--- src/rtl/rptr_pkg.sv ---
package rptr_pkg;
   typedef enum logic [2:0] {
      RP_REARM = 3'd0,
      RP_IDLE  = 3'd1,
      RP_HWAIT = 3'd2,
      RP_HDRV  = 3'd3,
      RP_HPULL = 3'd4,
      RP_CWAIT = 3'd5,
      RP_CDRV  = 3'd6,
      RP_CPULL = 3'd7
   } rp_state_t;

   function automatic int rp_max(input int a, input int b);
      return (a > b) ? a : b;
   endfunction
endpackage

--- src/rtl/rptr_sync.sv ---
module rptr_sync #(
   parameter int  STAGES  = 2,
   parameter logic RST_VAL = 1'b1
) (
   input  logic clk,
   input  logic rst_n,
   input  logic d_in,
   output logic q_out
);
   if (STAGES < 1) begin : g_bad_stages
      $error("rptr_sync: STAGES must be at least 1");
   end

   logic [STAGES-1:0] chain;

   always_ff @(posedge clk) begin
      if (!rst_n) chain <= {STAGES{RST_VAL}};
      else        chain <= {chain[STAGES-2 >= 0 ? STAGES-2 : 0 : 0], d_in} & {STAGES{1'b1}};
   end

   assign q_out = chain[STAGES-1];
endmodule

--- src/rtl/rptr_arbiter.sv ---
module rptr_arbiter
   import rptr_pkg::*;
#(
   parameter int EDGE_DLY = 8,
   parameter int PU_LEN   = 6
) (
   input  logic clk,
   input  logic rst_n,
   input  logic line_en,
   input  logic host_s,
   input  logic card_s,
   output logic host_drv_lo,
   output logic host_drv_hi,
   output logic card_drv_lo,
   output logic card_drv_hi
);
   localparam int CNT_W = $clog2(rp_max(EDGE_DLY, PU_LEN) + 1);
   localparam logic [CNT_W-1:0] DLY_LAST = CNT_W'(EDGE_DLY - 1);
   localparam logic [CNT_W-1:0] PU_LAST  = CNT_W'(PU_LEN - 1);

   rp_state_t        st_q, st_d;
   logic [CNT_W-1:0] cnt_q, cnt_d;
   logic             host_master, master_lvl;

   assign host_master = (st_q == RP_HWAIT) || (st_q == RP_HDRV) || (st_q == RP_HPULL);
   assign master_lvl  = host_master ? host_s : card_s;

   always_comb begin
      st_d  = st_q;
      cnt_d = cnt_q;
      unique case (st_q)
         RP_REARM: if (host_s && card_s) st_d = RP_IDLE;
         RP_IDLE: begin
            cnt_d = '0;
            if (!host_s)      st_d = RP_HWAIT;
            else if (!card_s) st_d = RP_CWAIT;
         end
         RP_HWAIT, RP_CWAIT: begin
            if (master_lvl)             st_d = RP_REARM;
            else if (cnt_q == DLY_LAST) st_d = (st_q == RP_HWAIT) ? RP_HDRV : RP_CDRV;
            else                        cnt_d = cnt_q + 1'b1;
         end
         RP_HDRV, RP_CDRV: begin
            cnt_d = '0;
            if (master_lvl) st_d = (st_q == RP_HDRV) ? RP_HPULL : RP_CPULL;
         end
         RP_HPULL, RP_CPULL: begin
            if (cnt_q == PU_LAST) st_d = RP_REARM;
            else                  cnt_d = cnt_q + 1'b1;
         end
         default: st_d = RP_REARM;
      endcase
      if (!line_en) begin
         st_d  = RP_REARM;
         cnt_d = '0;
      end
   end

   always_ff @(posedge clk) begin
      if (!rst_n) begin
         st_q  <= RP_REARM;
         cnt_q <= '0;
      end else begin
         st_q  <= st_d;
         cnt_q <= cnt_d;
      end
   end

   always_comb begin
      host_drv_lo = 1'b0;
      host_drv_hi = 1'b0;
      card_drv_lo = 1'b0;
      card_drv_hi = 1'b0;
      if (!line_en) begin
         card_drv_lo = 1'b1;
      end else begin
         card_drv_lo = (st_q == RP_HDRV);
         card_drv_hi = (st_q == RP_HPULL);
         host_drv_lo = (st_q == RP_CDRV);
         host_drv_hi = (st_q == RP_CPULL);
      end
   end

   // a side never pulls up and down at once
   a_r7_no_contention: assert property (@(posedge clk) disable iff (!rst_n)
      !(card_drv_lo && card_drv_hi) && !(host_drv_lo && host_drv_hi));

   // a host-mastered session never turns into a card-mastered one
   a_r5_anti_latch: assert property (@(posedge clk) disable iff (!rst_n)
      (line_en && host_master) |=> !(st_q == RP_CWAIT || st_q == RP_CDRV || st_q == RP_CPULL));

   // master release during the delay ends the session without slave drive
   a_r8_early_release: assert property (@(posedge clk) disable iff (!rst_n)
      (line_en && st_q == RP_HWAIT && host_s) |=> (st_q == RP_REARM && !card_drv_lo));

   // arming happens only after both synchronized lines were high
   a_r9_rearm_gate: assert property (@(posedge clk) disable iff (!rst_n)
      (st_q == RP_IDLE && $past(st_q) == RP_REARM) |-> $past(host_s && card_s));

   // a low enable always returns the sequencer to the rearm state
   a_r10_disable_abort: assert property (@(posedge clk) disable iff (!rst_n)
      !line_en |=> (st_q == RP_REARM));
endmodule

--- src/rtl/bidir_line_repeater.sv ---
module bidir_line_repeater
   import rptr_pkg::*;
#(
   parameter int SYNC_STAGES = 2,
   parameter int EDGE_DLY    = 8,
   parameter int PU_LEN      = 6,
   parameter int CLK_MHZ     = 250
) (
   input  logic clk,
   input  logic rst_n,
   input  logic line_en,
   input  logic host_in,
   input  logic card_in,
   output logic host_drv_lo,
   output logic host_drv_hi,
   output logic card_drv_lo,
   output logic card_drv_hi
);
   localparam int HALF_PERIOD_CYC = CLK_MHZ / 2;

   if (EDGE_DLY < 1 || PU_LEN < 1) begin : g_bad_timing
      $error("bidir_line_repeater: EDGE_DLY and PU_LEN must be at least 1");
   end
   if (EDGE_DLY + PU_LEN > HALF_PERIOD_CYC) begin : g_bad_budget
      $error("bidir_line_repeater: delay plus pull-up pulse exceed half of a 1 us period");
   end

   logic host_s, card_s;

   rptr_sync #(.STAGES(SYNC_STAGES), .RST_VAL(1'b1)) i_host_sync (
      .clk(clk), .rst_n(rst_n), .d_in(host_in), .q_out(host_s));

   rptr_sync #(.STAGES(SYNC_STAGES), .RST_VAL(1'b1)) i_card_sync (
      .clk(clk), .rst_n(rst_n), .d_in(card_in), .q_out(card_s));

   rptr_arbiter #(.EDGE_DLY(EDGE_DLY), .PU_LEN(PU_LEN)) i_arb (
      .clk(clk), .rst_n(rst_n), .line_en(line_en),
      .host_s(host_s), .card_s(card_s),
      .host_drv_lo(host_drv_lo), .host_drv_hi(host_drv_hi),
      .card_drv_lo(card_drv_lo), .card_drv_hi(card_drv_hi));
endmodule

--- config.mk ---
export PLATFORM = sky130hd
export DESIGN_NAME = bidir_line_repeater
export DESIGN_NICKNAME = d
export VERILOG_FILES = /design/src/rtl/rptr_pkg.sv /design/src/rtl/rptr_sync.sv /design/src/rtl/rptr_arbiter.sv /design/src/rtl/bidir_line_repeater.sv
export SDC_FILE = /design/constraint.sdc
export NUM_CORES = 1
export LEC_CHECK = 0
export CORE_MARGIN = 2
export CORE_UTILIZATION = 56
export CTS_BUF_LIST = sky130_fd_sc_hd__clkbuf_8
export CTS_CLUSTER_DIAMETER = 100
export DETAILED_ROUTE_END_ITERATION = 7
export PLACE_DENSITY = 0.8
export SYNTH_ARGS = -nofsm -noshare
export SYNTH_HDL_FRONTEND = slang
export SYNTH_SLANG_ARGS = --single-unit
--- constraint.sdc ---
create_clock -name clk -period 2.5 [get_ports clk]
set_input_delay 0.625 -clock clk [delete_from_list [all_inputs] [get_ports clk]]
set_output_delay 0.625 -clock clk [all_outputs]
set_load 0.005 [all_outputs]
# Yosys cells after proc, flatten, opt, wreduce, memory -nomap -nowiden
# Index checks and enable logic that the tools add are counted.
[totals] reg_bits=11 in_bits=5 out_inout_bits=4 word_cells=53
[op_classes] addsub=1 eq_ne=17 muxes=19 n_reduce_logical=12
[ops] operator="$mux W3" n=8
[ops] operator="$pmux W3 S5" n=1
[ops] operator="$eq A3 B3 Y1 const B" n=4
[ops] operator="$mux W4" n=3
[ops] operator="$pmux W4 S3" n=1
[ops] operator="$eq A4 B3 Y1 const B" n=2
[ops] operator="$eq A3 B2 Y1 const B" n=2
[ops] operator="$ne A2 B1 Y1 const B" n=3
[ops] operator="$ne A2 B2 Y1 const B" n=3
[ops] operator="$reduce_or A2 Y1" n=3
[ops] operator="$mux W1" n=5
[ops] operator="$reduce_and A5 Y1" n=1
[ops] operator="$add A4 B1 Y4 const B" n=1
[ops] operator="$reduce_and A4 Y1" n=1
[ops] operator="$eq A3 B1 Y1 const B" n=1
[ops] operator="$logic_not A3 Y1" n=1
[ops] operator="$ne A3 B1 Y1 const B" n=1
[ops] operator="$ne A3 B3 Y1 const B" n=1
[ops] operator="$reduce_bool A3 Y1" n=1
[ops] operator="$reduce_or A3 Y1" n=1
[ops] operator="$logic_or A1 B1 Y1" n=2
[ops] operator="$mux W2" n=1
[ops] operator="$reduce_and A2 Y1" n=1
[ops] operator="$logic_and A1 B1 Y1" n=1

# Longest topological paths before layout
# Gate-level depths: netlist (run 1).
[logic_depth] ltp_word=6 ltp_mapped=7 depth_no_buf=7

# By module
# From an unflattened synthesis (run 1), not the netlist that was laid out.
[unflattened] hier_cells=81 area_unflattened_um2=683.2
[modules_own_cells] mod="rptr_arbiter" instances=1 cells_each=73 area_each_um2=578.1
[modules_own_cells] mod="rptr_sync" instances=2 cells_each=4 area_each_um2=52.6

# Worst setup path after synthesis (run 1)
# Ideal clock, no wire load.
[synth_timing] path_type="flip-flop to flip-flop" start="reg i_arb.cnt_q[0]" end="reg i_arb.st_q[1]" setup_time_ns=0.072 arrival_time_ns=1.742 required_time_ns=2.428 slack_ns=0.687 path_stages_with_launch=8 n_path_buf=1 cell_sequence="dfxtp_1 ha_1 and3b_1 buf_6 or3_1 a311oi_2 nand2b_1 mux2i_1"
[synth_via] elab_chain_len=3 elab_cells_between_ends=5 cone_classes="eq/ne (4); reduce/logical (1)"
[synth_lines] item="start, declared" line_no="rptr_arbiter.sv:22" rtl="logic [CNT_W-1:0] cnt_q, cnt_d;"
[synth_lines] item="start signal, assigned" line_no="rptr_arbiter.sv:65" rtl="cnt_q <= cnt_d;"
[synth_lines] item="$eq A4 B3 Y1, on equally long branches" line_no="rptr_arbiter.sv:40, rptr_arbiter.sv:48"
[synth_lines] item="$ne A3 B1 Y1 (no line) / $ne A2 B1 Y1 (equally long branches)"
[synth_lines] item="$reduce_and A5 Y1 (no line) *"
[synth_lines] item="end signal, assigned" line_no="rptr_arbiter.sv:64" rtl="st_q <= st_d;"
[synth_lines] item="end, declared" line_no="rptr_arbiter.sv:21" rtl="rp_state_t st_q, st_d;"
# Mark *: on every way between the ends. The rest lies on a longest branch, timed or not.
# A chain may end at the register's enable or synchronous reset.

# Worst setup path after layout (run 1)
[layout_timing] start="in line_en" end="out card_drv_hi"
[layout_via] elab_chain_len=1
[layout_lines] item="start, declared" line_no="bidir_line_repeater.sv:11" rtl="input logic line_en,"
[layout_lines] item="$mux W1" line_no="rptr_arbiter.sv:74" rtl="if (!line_en) begin"
[layout_lines] item="end, declared" line_no="bidir_line_repeater.sv:17" rtl="output logic card_drv_hi"
# No other way between the ends.

==> parameters.txt, run 1 <==
Parameter                              Value

Global route
  Grt ovf    0
  Global-route wire length before repair    2525 um
  Largest net degree at the start of global routing    15
  Number of antenna violations at the first check in global routing    0
  GRT Overall Usage    22.81%
  Vias in the first global route    604

Die
  Area of the die    0.001697 mm2
  Die outline width    41.19 um
  Number of ports placed on the die boundary    9
  Number of cell rows    13
  Die extent in y    41.19 um
  Effective utilization at floorplan    59.52%
  Total core area    0.001301 mm2

Cells and area
  Final cell utilization of the core    71.15%
  Most frequent cells in the layout    14 x nand2b_1, 11 x dfxtp_1, 9 x nand2_1
  Filler Cells Inserted    106
  Commonest non-fill, non-tap cell in the layout    nand2b_1
  Final #Nets    116
  Design Area, Final    925.9 um2
  Antenna diode count    0
  Layout-stage area growth over the synthesis result    19.55%
  Proportion of layout cells with a drive suffix above 1    9.259%

STA
  Worst slew pin tran    0.3428 ns
  Max-Slew Margin vs Limit    77.11%
  Sum Neg Setup Slack    0 ns
  Highest clock rate    400.5 MHz
  Number of endpoints with negative hold slack in the final report    0
  Post-route clock period utilization    99.87%
  Worst clock skew    0.002061 ns
  Final Critical Period    2.497 ns
  Finish-stage setup viols    0
  Final Slew Violations    0

Setup path
  Peak fanout along the critical path    3
  Startpoint class of the critical path    input pin
  Required time worst endpoint    1.88 ns
  Data arrival time of the critical path    1.87 ns
  Sort of element at the end of the critical path    output pin
  Critical path class    in2out

Place
  Instance area after placement    870.8 um2
  GP Congestion    0.8469
  Number of buffer cells added on primary ports    8
  Detailed placement HPWL    1251 um

Pwr
  Peak ir drop on the vdd network    0.0007044 V
  PnR Total Power    0.0004163 W
  Leakage power of the design    0.4091 nW
  Pwr/cell area    449.7 mW/mm2

Yosys
  Synthesized Nets    105
  Sequential area share after synthesis    28.43%
  Synthesized netlist cell count    98
  Warnings from Yosys    0
  Mean instance size in the synthesized netlist    7.903 um2
  Number of register bits inferred by synthesis    11
  Count of cell types in the netlist    34
  Synthesized area    774.5 um2

Route
  DRT Wirelength    1690 um
  Pre-Repair DR Iteration Count    4
  Drt wl/cell    13.74 um
  Number of routed nets with antenna violations    0
  Vias after detailed routing    725
  Detailed-route vias per instance    5.894
  Number of DRC violations after detailed-routing iteration 0    12
  # DRC    0

Hold path
  Path class of the lowest-slack min-delay path    reg2reg

Flow run
  Max capacitance violation total    0

Clocking
  Worst-Skew Late Latency    0.23 ns
  Clock transition time at the flip-flop clock pins of the worst setup and hold paths    0.05 ns
  Root Buffer Master    clkbuf_8
  Number of buffers inserted by post-CTS setup repair    0
  Sinks on the clock net    11
  Number of buffers created by CTS    3
  Maximum count of clock buffers along a single path    2
  Clock H-tree levels    1
  CTS tree    done

Outcome
  Result of the run    completed
-- cell type report --
| class | count | area, um2 | area share (%) |
|---|---|---|---|
| clock buffers | 3 | 41.29 | 4.459 |
| clock inverters | 1 | 3.754 | 0.4054 |
| inverters | 2 | 7.507 | 0.8108 |
| multi-input cells | 79 | 519.2 | 56.08 |
| flip-flops and latches | 11 | 220.2 | 23.78 |
| well taps | 15 | 18.77 | 2.027 |
| repair buffers | 12 | 115.1 | 12.43 |
-- synth_stat cells --
master	instances	share of area, %
a2111oi_2	1	1.9
a211o_1	1	1.1
a211oi_1	1	0.97
a21o_1	1	0.97
a21oi_1	7	4.5
a22o_1	2	2.3
a311oi_2	1	1.9
a31oi_1	1	0.81
and2b_1	1	0.97
and3_1	1	0.81
and3b_1	3	3.4
buf_2	2	1.3
buf_6	1	1.5
clkbuf_1	3	1.5
dfxtp_1	11	28
ha_1	2	3.2
inv_1	2	0.97
mux2i_1	3	3.9
nand2_1	9	4.4
nand2b_1	14	11
nand3_1	3	1.9
nand3b_1	2	1.9
nand4bb_1	1	1.5
nor2_1	3	1.5
nor2b_1	1	0.81
nor3_1	4	2.6
nor3b_1	1	0.97
o211a_1	1	1.3
o211ai_1	1	0.97
o21a_1	1	0.97
o21ai_0	6	3.9
o21ai_1	2	1.3
or3_1	4	3.2
xor2_1	1	1.1
-- repair_timing --
action,CTS,global route
resized for setup,0,3
hold buffers,0,0
endpoints found under the setup margin,0,2
-- critical path, cell delays in order --
cell,delay (ns)
clkdlybuf4s50_1,0.49
nand2_1,0.10
nor3_2,0.12
clkdlybuf4s50_1,0.54
-- path summary, 6_finish.rpt --
| kind | endpoint | slack, ns | start | cells after the start |
|---|---|---|---|---|
| setup / recovery | card_drv_hi | 0.003 | line_en | 4 |
| hold / removal | i_card_sync.chain[1]$_SDFF_PN1_ | 0.42 | i_card_sync.chain[0]$_SDFF_PN1_ | 1 |
| setup reg to reg | i_arb.st_q[1]$_SDFFE_PN0P_ | 0.54 | i_arb.cnt_q[0]$_SDFFE_PN0P_ | 6 |
| hold reg to reg | i_card_sync.chain[1]$_SDFF_PN1_ | 0.42 | i_card_sync.chain[0]$_SDFF_PN1_ | 1 |
-- per-stage QoR --
stage               worst slack [ns]  hold slack [ns]  cells
detailed placement           0.01910           0.3970    119
finish                      0.003149           0.4177    123
global placement             0.04926           0.3901    119
CTS                          0.01711           0.4216    123
global route                -0.03294           0.4540    123
floorplan                     0.6868           0.3863     98
-- registers in the layout, summed over array words and instances, names as in the netlist --
| signal | flops |
|---|---|
| i_arb.cnt_q | 4 |
| i_arb.st_q | 3 |
| i_card_sync.chain | 2 |
| i_host_sync.chain | 2 |
-- where the power goes --
part / internal (W) / switching, W
logic: 0.0000345 / 0.0000310
clock network: 0.000107 / 0.0000537
registers: 0.000182 / 0.00000801
-- per-layer routing --
layer	share of wire (%)	routed length (um)	vias up	GRT usage [%]
li1	-	-	370	-
met1	44	737	340	29.14
met2	53	893	13	38.67
met3	3.2	54	2	4.348
met4	0.30	5	0	6.452
met5	0	0	-	0
-- cell families (layout without fill, tap and decap cells) --
| kind of cell | count (synthesis) | in the layout | share of synthesized area [%] |
|---|---|---|---|
| AOI/OAI and AO/OA | 26 | 26 | 22.94 |
| xor gates and xnor gates | 1 | 1 | 1.131 |
| adders and majority gates | 2 | 2 | 3.231 |
| buffers and inverters | 8 | 18 | 5.170 |
| DFF | 11 | 11 | 28.43 |
| muxes | 3 | 3 | 3.877 |
| and+or+nand+nor | 47 | 47 | 35.22 |
Power figures use the tool's default switching activity.
==> inputs of run 2 (changes only) <==
--- a/config.mk
+++ b/config.mk
@@ -5,12 +5,13 @@
 export SDC_FILE = /design/constraint.sdc
 export NUM_CORES = 1
 export LEC_CHECK = 0
-export CORE_MARGIN = 2
-export CORE_UTILIZATION = 56
+export CORE_AREA = 2 2 39 41
 export CTS_BUF_LIST = sky130_fd_sc_hd__clkbuf_8
 export CTS_CLUSTER_DIAMETER = 100
 export DETAILED_ROUTE_END_ITERATION = 7
-export PLACE_DENSITY = 0.8
+export DIE_AREA = 0 0 41 43
+export GPL_TIMING_DRIVEN = 0
+export PLACE_DENSITY = 0.82
 export SYNTH_ARGS = -nofsm -noshare
 export SYNTH_HDL_FRONTEND = slang
 export SYNTH_SLANG_ARGS = --single-unit
==> constraint.sdc (replaced) <==
create_clock -name clk -period 2.94 [get_ports clk]
set_input_delay 0.735 -clock clk [delete_from_list [all_inputs] [get_ports clk]]
set_output_delay 0.735 -clock clk [all_outputs]
set_load 0.005 [all_outputs]
==> parameters.txt, run 2 (synthesis results as in run 1) <==
Parameter                              Value

Global route
  Number of antenna violations at the first check in global routing    0 (unchanged)
  GRT Overall Usage    20.83% (was 22.81%)
  Largest net degree at the start of global routing    11 (was 15)
  Grt ovf    0 (unchanged)
  Global-route wire length before repair    2484 um (was 2525 um)
  Vias in the first global route    599 (was 604)

Place
  GP Congestion    0.8080 (was 0.8469)
  Detailed placement HPWL    1117 um (was 1251 um)
  Number of buffer cells added on primary ports    8 (unchanged)
  Number of placed instances with taps included    122 (was 119)

Clocking
  Number of buffers created by CTS    3 (unchanged)
  CTS tree    done (unchanged)
  Clock H-tree levels    1 (unchanged)
  Worst-Skew Late Latency    0.24 ns (was 0.23 ns)
  Clock transition time at the flip-flop clock pins of the worst setup and hold paths    0.05 ns (about the same)
  Sinks on the clock net    11 (unchanged)
  Resize count post-CTS    0 (unchanged)
  Root Buffer Master    clkbuf_8 (unchanged)
  Hold bufs inserted after CTS    0 (unchanged)
  Number of buffers inserted by post-CTS setup repair    0 (unchanged)
  Maximum count of clock buffers along a single path    2 (unchanged)

Route
  Number of routed nets with antenna violations    0 (unchanged)
  Pre-Repair DR Iteration Count    4 (unchanged)
  Drt wl/cell    12.67 um (was 13.74 um)
  Vias after detailed routing    757 (was 725)
  Number of DRC violations after detailed-routing iteration 0    22 (was 12)
  # DRC    0 (unchanged)
  DRT Wirelength    1596 um (was 1690 um)
  Detailed-route vias per instance    6.008 (was 5.894)

Cells and area
  Number of cells in the finished layout apart from fillers    126 (was 123)
  Filler Cells Inserted    114 (was 106)
  Proportion of layout cells with a drive suffix above 1    7.273% (was 9.259%)
  Total area of multi-input combinational cells    514.2 um2 (was 519.2 um2)
  Largest register FFs    4 (unchanged)
  Final #Nets    118 (was 116)
  Biggest regs    i_arb.cnt_q: 4 flops, i_arb.st_q: 3 flops (unchanged)
  Flip-flop and latch area    220.2 um2 (unchanged)
  Top register by number of flip-flops    i_arb.cnt_q (unchanged)
  Antenna diode count    0 (unchanged)
  Layout-stage area growth over the synthesis result    18.74% (was 19.55%)
  Most frequent cells in the layout    14 x nand2b_1, 11 x dfxtp_1, 9 x nand2_1 (unchanged)
  Commonest non-fill, non-tap cell in the layout    nand2b_1 (unchanged)

STA
  Max-Slew Margin vs Limit    70.15% (was 77.11%)
  Final Slew Violations    0 (unchanged)
  Number of endpoints with negative hold slack in the final report    0 (unchanged)
  Final Critical Period    2.829 ns
  Unrepaired setup endpoints after global routing    false
  Worst slew pin tran    0.4478 ns (was 0.3428 ns)
  Sum Neg Setup Slack    0 ns (unchanged)
  Worst clock skew    0.0005650 ns (was 0.002061 ns)
  Post-route clock period utilization    96.21%
  Finish-stage setup viols    0 (unchanged)
  Highest clock rate    353.5 MHz

Pwr
  Peak ir drop on the vdd network    0.0002700 V (was 0.0007044 V)
  Leakage power of the design    0.3669 nW (was 0.4091 nW)
  Pwr/cell area    398.4 mW/mm2 (was 449.7 mW/mm2)

Setup path
  Data arrival time of the critical path    2.09 ns (was 1.87 ns)
  Required time worst endpoint    2.20 ns (was 1.88 ns)
  Peak fanout along the critical path    4 (was 3)
  Critical path class    in2out (unchanged)
  Startpoint class of the critical path    input pin (unchanged)
  Sort of element at the end of the critical path    output pin (unchanged)

Die
  Number of ports placed on the die boundary    9 (unchanged)
  Die outline width    41 um (was 41.19 um)
  Area of the die    0.001763 mm2 (was 0.001697 mm2)
  Number of cell rows    14 (was 13)
  Effective utilization at floorplan    55.97% (was 59.52%)
  Total core area    0.001384 mm2 (was 0.001301 mm2)
  Die extent in y    43 um (was 41.19 um)

Flow run
  Max capacitance violation total    0 (unchanged)

Hold path
  Path class of the lowest-slack min-delay path    reg2reg (unchanged)

Outcome
  Result of the run    completed (unchanged)
==> run 2: power breakdown <==
part / internal (W) / switching [W] / leakage [nW]
Combinational: 0.0000279 / 0.0000282 / 0.250
Sequential: 0.000155 / 0.00000446 / 0.0900
Clock: 0.0000919 / 0.0000592 / 0.0269
Total: 0.000275 / 0.0000919 / 0.367
==> run 2: worst paths after layout <==
check / slack (ns) / endpoint / from / depth (start not counted)
max: 0.11 / card_drv_hi / line_en / 4
min: 0.40 / i_host_sync.chain[1]$_SDFF_PN1_ / i_host_sync.chain[0]$_SDFF_PN1_ / 1
max reg2reg: 0.93 / i_arb.st_q[1]$_SDFFE_PN0P_ / i_arb.cnt_q[0]$_SDFFE_PN0P_ / 7
min reg2reg: 0.40 / i_host_sync.chain[1]$_SDFF_PN1_ / i_host_sync.chain[0]$_SDFF_PN1_ / 1
==> run 2: final cells by class <==
cell class,instances,area share (%)
Sequential cell,11,23.95
Clock inverter,1,0.4082
Buffer,6,3.537
Multi-Input combinational cell,79,55.92
Tap cell,16,2.177
Timing Repair Buffer,8,8.707
Inverter,2,0.8163
Clock buffer,3,4.490
==> run 2: stage by stage <==
stage                     total power (W)  worst slack (ns)  hold WS [ns]  utilization, %  cell area (um2)
after floorplan                 0.0002006             1.127        0.3863               -            774.5
after global placement          0.0002159            0.1918        0.3896           63.20            874.6
after CTS                       0.0003707            0.1117        0.4047           66.46            919.6
final                           0.0003664            0.1115        0.4027           66.46            919.6
after global routing            0.0003871           0.02746        0.4235           66.46            919.6
after detailed placement        0.0002175            0.1520        0.3925           63.20            874.6
==> run 2: critical path: stages <==
cell and delay [ns]:
clkdlybuf4s50_1 0.55, nand2_1 0.13, nor3_1 0.16, clkdlybuf4s50_1 0.52
==> run 2: layer usage <==
| metal | track usage, % | wire [um] | up-vias |
|---|---|---|---|
| li1 | - | - | 374 |
| met1 | 28.62 | 747 | 349 |
| met2 | 28.44 | 739 | 30 |
| met3 | 6.283 | 93 | 4 |
| met4 | 10.67 | 15 | 0 |
| met5 | 0 | 0 | - |
==> inputs of run 3 (changes only) <==
--- a/config.mk
+++ b/config.mk
@@ -12,6 +12,8 @@
 export DIE_AREA = 0 0 41 43
 export GPL_TIMING_DRIVEN = 0
 export PLACE_DENSITY = 0.82
+export SLEW_MARGIN = 40
 export SYNTH_ARGS = -nofsm -noshare
 export SYNTH_HDL_FRONTEND = slang
 export SYNTH_SLANG_ARGS = --single-unit
+export TNS_END_PERCENT = 100
==> results of run 3 <==
Final layout, timing and power as in run 2 (identical DEF).
